`src/rtl/gcu_pkg.sv`:
```
package gcu_pkg;
  typedef logic [15:0] bcd4_t;

  localparam bcd4_t SHOT_START   = 16'h2400;
  localparam bcd4_t SHOT_MAX     = 16'h9999;
  localparam bcd4_t PERIOD_START = 16'h1200;
  // seconds-tens digit borrows in base 6
  localparam bcd4_t PERIOD_MAX   = 16'h9959;
endpackage

```
`src/rtl/gcu_prescaler.sv`:
```
module gcu_prescaler #(
  parameter int unsigned DIV = 4
) (
  input  logic clk_i,
  input  logic rst_ni,
  input  logic clr_i,
  input  logic run_i,
  output logic tick_o
);
  localparam int unsigned W = (DIV > 1) ? $clog2(DIV) : 1;
  localparam logic [W-1:0] LAST = W'(DIV - 1);

  logic [W-1:0] cnt_q;

  assign tick_o = run_i && (cnt_q == LAST);

  always_ff @(posedge clk_i or negedge rst_ni) begin
    if (!rst_ni)       cnt_q <= '0;
    else if (clr_i)    cnt_q <= '0;
    else if (run_i) begin
      if (cnt_q == LAST) cnt_q <= '0;
      else               cnt_q <= cnt_q + 1'b1;
    end
  end
endmodule

```
`src/rtl/gcu_bcd_down.sv`:
```
module gcu_bcd_down
  import gcu_pkg::*;
#(
  parameter int unsigned NDIG  = 4,
  parameter bcd4_t       START = SHOT_START,
  parameter bcd4_t       DMAX  = SHOT_MAX
) (
  input  logic  clk_i,
  input  logic  rst_ni,
  input  logic  load_i,
  input  logic  step_i,
  output bcd4_t val_o,
  output logic  zero_o
);
  logic [NDIG-1:0][3:0] dig_q, dig_d;
  logic [NDIG:0]        low_zero;
  logic                 all_zero;
  logic                 zero_q;

  assign low_zero[0] = 1'b1;
  assign all_zero    = low_zero[NDIG];

  for (genvar i = 0; i < NDIG; i++) begin : g_dig
    localparam logic [3:0] MAXV = DMAX[4*i +: 4];
    assign low_zero[i+1] = low_zero[i] && (dig_q[i] == 4'd0);
    always_comb begin
      dig_d[i] = dig_q[i];
      if (low_zero[i]) dig_d[i] = (dig_q[i] == 4'd0) ? MAXV : dig_q[i] - 4'd1;
    end
  end

  always_ff @(posedge clk_i or negedge rst_ni) begin
    if (!rst_ni) begin
      dig_q  <= START;
      zero_q <= 1'b0;
    end else if (load_i) begin
      dig_q  <= START;
      zero_q <= (START == '0);
    end else if (step_i && !all_zero) begin
      dig_q  <= dig_d;
      zero_q <= (dig_d == '0);
    end
  end

  assign val_o  = dig_q;
  assign zero_o = zero_q;
endmodule

```
`src/rtl/game_clock_unit.sv`:
```
module game_clock_unit
  import gcu_pkg::*;
#(
  parameter int unsigned FAST_DIV = 500_000,
  parameter int unsigned SLOW_DIV = 50_000_000
) (
  input  logic        clk_i,
  input  logic        rst_ni,
  input  logic        pause_i,
  input  logic        period_restart_i,
  input  logic        possession_restart_i,
  output logic [15:0] shot_bcd_o,
  output logic [15:0] period_bcd_o,
  output logic        shot_expired_o,
  output logic        period_expired_o
);
  logic fast_tick, slow_tick;
  logic shot_load;

  assign shot_load = period_restart_i || possession_restart_i;

  gcu_prescaler #(.DIV(FAST_DIV)) u_fast (
    .clk_i (clk_i), .rst_ni(rst_ni), .clr_i(shot_load),
    .run_i (!pause_i), .tick_o(fast_tick)
  );

  gcu_prescaler #(.DIV(SLOW_DIV)) u_slow (
    .clk_i (clk_i), .rst_ni(rst_ni), .clr_i(period_restart_i),
    .run_i (!pause_i), .tick_o(slow_tick)
  );

  gcu_bcd_down #(.NDIG(4), .START(SHOT_START), .DMAX(SHOT_MAX)) u_shot (
    .clk_i (clk_i), .rst_ni(rst_ni), .load_i(shot_load),
    .step_i(fast_tick && !period_expired_o),
    .val_o (shot_bcd_o), .zero_o(shot_expired_o)
  );

  gcu_bcd_down #(.NDIG(4), .START(PERIOD_START), .DMAX(PERIOD_MAX)) u_period (
    .clk_i (clk_i), .rst_ni(rst_ni), .load_i(period_restart_i),
    .step_i(slow_tick),
    .val_o (period_bcd_o), .zero_o(period_expired_o)
  );
endmodule

```
`config.mk`:
```
export PLATFORM = sky130hd
export DESIGN_NAME = game_clock_unit
export DESIGN_NICKNAME = d
export VERILOG_FILES = /design/src/rtl/gcu_pkg.sv /design/src/rtl/gcu_prescaler.sv /design/src/rtl/gcu_bcd_down.sv /design/src/rtl/game_clock_unit.sv
export SDC_FILE = /design/constraint.sdc
export NUM_CORES = 1
export LEC_CHECK = 0
export ABC_AREA = 1
export BUFFER_PORTS_ARGS = -buffer_cell sky130_fd_sc_hd__clkbuf_2
export CAP_MARGIN = 20
export CORE_MARGIN = 10
export CORE_UTILIZATION = 46
export CTS_BUF_LIST = sky130_fd_sc_hd__clkbuf_4 sky130_fd_sc_hd__clkbuf_8 sky130_fd_sc_hd__clkbuf_16
export DETAILED_ROUTE_END_ITERATION = 12
export PLACE_DENSITY_LB_ADDON = 0.25
export REMOVE_ABC_BUFFERS = 1
export SKIP_CTS_REPAIR_TIMING = 1
export SYNTH_ARGS = -nofsm -noshare
export SYNTH_HDL_FRONTEND = slang
export SYNTH_SLANG_ARGS = --single-unit
```
`constraint.sdc`:
```
create_clock -name clk_i -period 2.6 [get_ports clk_i]
set_clock_uncertainty 0.2 [all_clocks]
set_input_delay 0.52 -clock clk_i [delete_from_list [all_inputs] [get_ports clk_i]]
set_output_delay 0.52 -clock clk_i [all_outputs]
set_load 0.01 [all_outputs]
```
==> results of run 1 <==
critical path: stages, from the launching register on:
cell     delay, ns
dfrtp_1       0.39
ha_1          0.21
nand2_1       0.12
nor2_4        0.14
nand3_1       0.10
nor2_2        0.16
nand3_4       0.14
nor2_4        0.28
inv_1         0.15
o21ai_1       0.15
final cells by class:
class	instances	share of cell area, %
clock inverter	5	1.49
timing repair buffer	45	4.76
tap	136	3.11
clock buffer	11	2.65
multi-input combinational	501	45.6
sequential	79	36.2
inverter	90	6.18
worst paths after layout:
check / start / end / cells after the start
setup reg to reg: u_fast.cnt_q[0]$_DFFE_PN0P_ / u_shot.val_o[5]$_DFFE_PN0P_ / 9
min in group asynchronous: rst_ni / u_shot.val_o[6]$_DFFE_PN0P_ / 2
setup / recovery: u_fast.cnt_q[0]$_DFFE_PN0P_ / u_shot.val_o[5]$_DFFE_PN0P_ / 9
hold / removal: period_restart_i / u_period.val_o[15]$_DFFE_PN0P_ / 2
max in group asynchronous: rst_ni / u_period.val_o[12]$_DFFE_PN1P_ / 3
hold reg to reg: u_slow.cnt_q[15]$_DFFE_PN0P_ / u_slow.cnt_q[15]$_DFFE_PN0P_ / 1
state kept, by name, indices dropped and copies added (netlist names):
signal	count
u_shot.val_o	16
u_shot.zero_o	1
u_fast.cnt_q	19
u_slow.cnt_q	26
u_period.val_o	16
u_period.zero_o	1
through the flow:
stage	setup WS (ns)	cells	area, um2	util [%]
2_1_floorplan	0.586	670	4810	-
3_3_place_gp	0.500	850	5230	50.7
3_5_place_dp	0.492	850	5230	50.7
4_1_cts	0.478	866	5460	52.9
5_1_grt	0.264	867	5470	53.0
6_report	0.480	867	5470	53.0
metal layers:
layer  up-vias  share of wire, %
met4         0               1.4
met3        17               4.2
met1      2197                46
met5         -                 0
met2        84                49
li1       2313                 -
power by group through the flow:
stage	Combinational (mW)	Clock (mW)	Sequential, mW
floorplan	0.0804	0	1.28
global placement	0.146	0	1.28
detailed placement	0.151	0	1.29
CTS	0.151	1.07	1.26
global route	0.170	1.13	1.27
finish	0.149	1.05	1.26
layout by cell type (no fill, tap or decap), drive strengths merged:
master | Yosys | final
o21ai | 49 | 49
and3 | 1 | 1
o211a | 1 | 1
bufinv | 0 | 2
buf | 6 | 7
nand3b | 2 | 2
dfstp | 4 | 4
o22ai | 5 | 5
ha | 5 | 5
xnor2 | 1 | 1
dfrtp | 75 | 75
nor3b | 1 | 1
inv | 90 | 90
nand3 | 57 | 57
nand2 | 172 | 172
o31ai | 2 | 2
or2 | 2 | 2
o21bai | 1 | 1
o21a | 2 | 2
a211oi | 2 | 2
a31oi | 5 | 5
xor2 | 14 | 14
nor2 | 106 | 106
a21oi | 23 | 23
mux2i | 1 | 1
nand4 | 25 | 25
dlygate4sd3 | 0 | 1
nor3 | 21 | 21
nor4 | 3 | 3
clkinvlp | 0 | 1
clkbuf | 2 | 48
clkinv | 0 | 2
kinds of logic after synthesis:
kind of cell | after synthesis | synth area share [%]
muxes | 1 | 0.206
buffers and inverters | 98 | 8.00
xor gates and xnor gates | 15 | 2.70
adders and majority gates | 5 | 1.29
and+or+nand+nor | 390 | 36.9
DFF | 79 | 40.8
AOI/OAI and AO/OA | 90 | 10.1
synth_stat cells (all sizes together) (2+ instances only):
cell type / count / area [um2]
nand2: 172 / 671
nor2: 106 / 473
inv: 90 / 338
dfrtp: 75 / 1880
nand3: 57 / 303
o21ai: 49 / 245
nand4: 25 / 169
a21oi: 23 / 115
nor3: 21 / 120
xor2: 14 / 123
buf: 6 / 43.8
a31oi: 5 / 31.3
ha: 5 / 62.6
o22ai: 5 / 37.5
dfstp: 4 / 105
nor4: 3 / 18.8
a211oi: 2 / 15.0
clkbuf: 2 / 7.51
nand3b: 2 / 15.0
o21a: 2 / 15.0
o31ai: 2 / 15.0
or2: 2 / 12.5
==> impl_metrics.toml, run 1 <==
[run_status]
status = "finished clean"

[setup_path]
cp.required_ns = 2.67
startpoint_type = "flop"
r2r_setup_slack_ns = 0.48
crit_type = "flop to flop"
crit_path_end_kind = "flop"
cp.arrival_ns = 2.20
crit_fanout = 12

[route]
dr_total_vias = 4611
drtPass1Iterations = 5
drt_iter0_drc = 358
vias_per_cell = 5.32
wire_per_inst_um = 13.5
drcViolationCount = 0
wl_um = 11700
ant_nets = 0

[global_routing]
grt.met1_usage_pct = 20.6
grt_busiest_layer = "met2"
grt_overflow = 0
grt_max_degree = 46
grt_pass1_wl_um = 20500
use_met3_pct = 3.49
grt_pass1_vias = 4511
met2_usage_pct = 27.3
grt_use_total_pct = 16.3
antenna_found_initial = 0

[sta]
setup_violations = 0
finalCritPeriodShare_pct = 81.5
hold_violations = 0
setup-tns-final_ns = 0
finalMaxSlewViolations = 0
timing.hold.ws_ns = 0.236
worst_pin_slew_ns = 0.474
rsz0062_at_grt = "no"
relSlewSlack_pct = 68.4
fmax_ghz = 0.472
min_period_ns = 2.12

[synthesis]
synth.avg_cell_area_um2 = 7.17
ys_seq_elements = 79
synth-main-ff-cell = "dfrtp_1"
synth_edf_count = 0
synth_warnings = 0
postSynthCellCount = 678
synth_cell_type_count = 43
seq_area_frac_synth_pct = 40.8
synthArstFlopShare_pct = 100
synth_area_um2 = 4860

[cells_and_area]
multiInputGateArea_um2 = 2490
seq_area_um2 = 1980
antenna_cells = 0
drive_gt1_share_pct = 14.1
nFillCells = 1000
area_growth_syn_to_layout_pct = 12.5
nNetsFinal = 736

[job]
cap_violations = 0

[die]
die_h_um = 123
coreArea_um2 = 10300
initial_utilization_pct = 47.1
io_pins = 39
dieArea_um2 = 15100
rows = 37
fp.dieW_um = 123

[power]
p_int_mw = 1.87
power.share.sequential_pct = 51.3
power.total_mw = 2.46
powerDensity_nw_per_um2 = 450
pwr-share-comb_pct = 6.1
pwr-share-clk_pct = 42.7
p_sw_mw = 0.594
p_leak_nw = 2.59
vdd_drop_max_mv = 0.259
switching_share_pct = 24.1

[clock_network]
cts.reportedPaths.clkPinSlew_ns = 0.08
root_buffer = "clkbuf_8"
worstSkewPairLatency_ns = 0.36
cts_buffers = 9
clock-sinks = 79
clk_path_buf_depth = 2
cts_tree = "done"
cts_max_level = 3

[placed_design]
gp_congestion = 0.905
hpwlAfterDp_um = 8740
placement.io_buffers = 38

[worst_hold_path]
min-delay-path-class = "primary input to flop"
(Power assumes the default switching activity.)
==> run 2, diff against run 1 <==
==> constraint.sdc (replaced) <==
create_clock -name clk_i -period 2.15 [get_ports clk_i]
set_clock_uncertainty 0.2 [all_clocks]
set_input_delay 0.43 -clock clk_i [delete_from_list [all_inputs] [get_ports clk_i]]
set_output_delay 0.43 -clock clk_i [all_outputs]
set_load 0.01 [all_outputs]
==> run 2 against run 1 <==
  * Routed wire length is 0.24% higher
  * Register-to-register slack worse by 0.36 ns
  * Sequential share of layout area is 1.0 points lower
  * Critical path type unchanged
  * Sequential power is 21% higher
  * Sequential cell count stayed put
  * Clock power is 7% higher
  * Critical path depth is 1 higher
  * Combinational power is 42% higher
  * Global-route usage is 0.097 points lower
  * Power is 16% higher
==> impl_metrics.toml, run 2 (same netlist as run 1, synthesis figures left out) <==
[setup_path]
cp.required_ns = 2.20
crit_type = "flop to flop"
critPathMostFrequentCell = "nor2_4"
cpPeakStageDelay_ns = 0.39
crit_chain = "inv_1, ha_2, nand2_2, nor2_4, nand4_4, nand3_4, nor2_4, buf_4, nand2_1, o21ai_0"
worstReg2RegStart = "u_shot.val_o[1]$_DFFE_PN0P_"
cp_slowest_cell = "dfrtp_1"
r2r_setup_slack_ns = 0.11
crit_fanout = 7
reg2reg_depth = 10
timing.rr.end = "u_shot.val_o[6]$_DFFE_PN0P_"
crit_path_end_kind = "flop"
startpoint_type = "flop"
cp.arrival_ns = 2.09

[worst_hold_path]
holdPathEnd = "u_period.val_o[15]$_DFFE_PN0P_"
min-delay-path-class = "primary input to flop"
holdCritStartpoint = "period_restart_i"
holdPathStages = 2

[global_routing]
grt_use_total_pct = 16.2
grt_overflow = 0
grt_max_degree = 35
antenna_found_initial = 0
grt_pass1_wl_um = 20500
grt_pass1_vias = 4509

[sta]
hold_violations = 0
finalMaxSlewViolations = 0
worst_pin_slew_ns = 0.457
rsz0062_at_grt = "yes"
relSlewSlack_pct = 69.5
setup_violations = 0
fmax_ghz = 0.491
min_period_ns = 2.04
finalCritPeriodShare_pct = 94.7

[job]
cap_violations = 0

[power]
p_leak_nw = 2.62
powerDensity_nw_per_um2 = 509
vdd_drop_max_mv = 0.389

[cells_and_area]
largest_reg_flops = 26
reg_top3 = "u_slow.cnt_q: 26 flops, u_fast.cnt_q: 19 flops"
final_area_um2 = 5630
nNetsFinal = 753
post-route-util_pct = 54.5
top_register = "u_slow.cnt_q"
most-common-layout-cells = "nand2_1, nor2_1, inv_1"
antenna_cells = 0
mostFrequentLayoutCell = "nand2_1"
area_growth_syn_to_layout_pct = 15.7
drive_gt1_share_pct = 17.1

[clock_network]
cts.reportedPaths.clkPinSlew_ns = 0.09
cts_buffers = 9
worstSkewPairLatency_ns = 0.36
root_buffer = "clkbuf_8"
clk_path_buf_depth = 2
clock-sinks = 79
cts_max_level = 3
cts_tree = "done"

[route]
dr_total_vias = 4605
wl_um = 11800
wire_per_inst_um = 13.3
ant_nets = 0
drcViolationCount = 0
drtPass1Iterations = 5
drt_iter0_drc = 334
vias_per_cell = 5.21

[die]
dieArea_um2 = 15100
rows = 37
fp.dieW_um = 123
coreArea_um2 = 10300
initial_utilization_pct = 47.1
die_h_um = 123
io_pins = 39

[placed_design]
hpwlAfterDp_um = 8820
placed_area_um2 = 5290
placement.io_buffers = 38
gp_congestion = 0.937

[run_status]
status = "finished clean"
## run 2: area by class of cell
type | count | area (um2)
Clock inverter | 5 | 58.8
Multi-Input combinational cell | 501 | 2540
Sequential cell | 79 | 1980
Timing Repair Buffer | 62 | 392
Fill cell | 988 | 4700
Clock buffer | 11 | 139
Inverter | 90 | 345
Tap cell | 136 | 170
## run 2: per-stage QoR
stage                     instances  total power, mW  worst slack (ns)  setup TNS (ns)  hold slack [ns]
after floorplan                 670             1.65             0.136               0          -0.0656
after global placement          858             1.73             0.134               0            0.209
after detailed placement        858             1.74            0.0426               0            0.214
after CTS                       874             2.87            0.0255               0           -0.183
after global routing            884             3.00           -0.0151         -0.0610            0.138
final                           884             2.86             0.115               0            0.154
## run 2: metal layers
layer  share of wire [%]  GRT usage (%)  up-vias
met5                   0              0        -
met4                 1.1           4.79        0
met3                 4.7           3.81       11
met2                  48           26.9       99
met1                  46           20.6     2156
li1                    -              -     2339
## run 2: worst max-delay path by stage
| stage | from | end | slack [ns] | cells past startpoint |
|---|---|---|---|---|
| after CTS | u_fast.cnt_q[0]$_DFFE_PN0P_ | u_shot.val_o[2]$_DFFE_PN0P_ | 0.03 | 9 |
| after global placement | u_fast.cnt_q[0]$_DFFE_PN0P_ | u_shot.val_o[5]$_DFFE_PN0P_ | 0.13 | 9 |
| after global routing | u_shot.val_o[1]$_DFFE_PN0P_ | u_shot.zero_o$_DFFE_PN0P_ | -0.02 | 11 |
| final | u_shot.val_o[1]$_DFFE_PN0P_ | u_shot.val_o[6]$_DFFE_PN0P_ | 0.11 | 10 |
| after floorplan | u_slow.cnt_q[0]$_DFFE_PN0P_ | u_period.val_o[11]$_DFFE_PN0P_ | 0.14 | 10 |
| after detailed placement | u_fast.cnt_q[0]$_DFFE_PN0P_ | u_shot.val_o[2]$_DFFE_PN0P_ | 0.04 | 9 |
## run 2: where the power goes
| group | internal [mW] | leakage, nW | switching, mW | total (mW) |
|---|---|---|---|---|
| clock network | 0.563 | 0.0964 | 0.562 | 1.12 |
| registers | 1.51 | 1.09 | 0.0204 | 1.53 |
| logic | 0.0746 | 1.44 | 0.138 | 0.212 |
## run 2: worst max-delay path: cells and delay by family (launching register included)
| kind | cells | cell delay, ns |
|---|---|---|
| simple gates | 6 | 0.75 |
| flops | 1 | 0.39 |
| compound gates | 1 | 0.07 |
| buf+inv | 2 | 0.28 |
| fa+ha+maj | 1 | 0.23 |
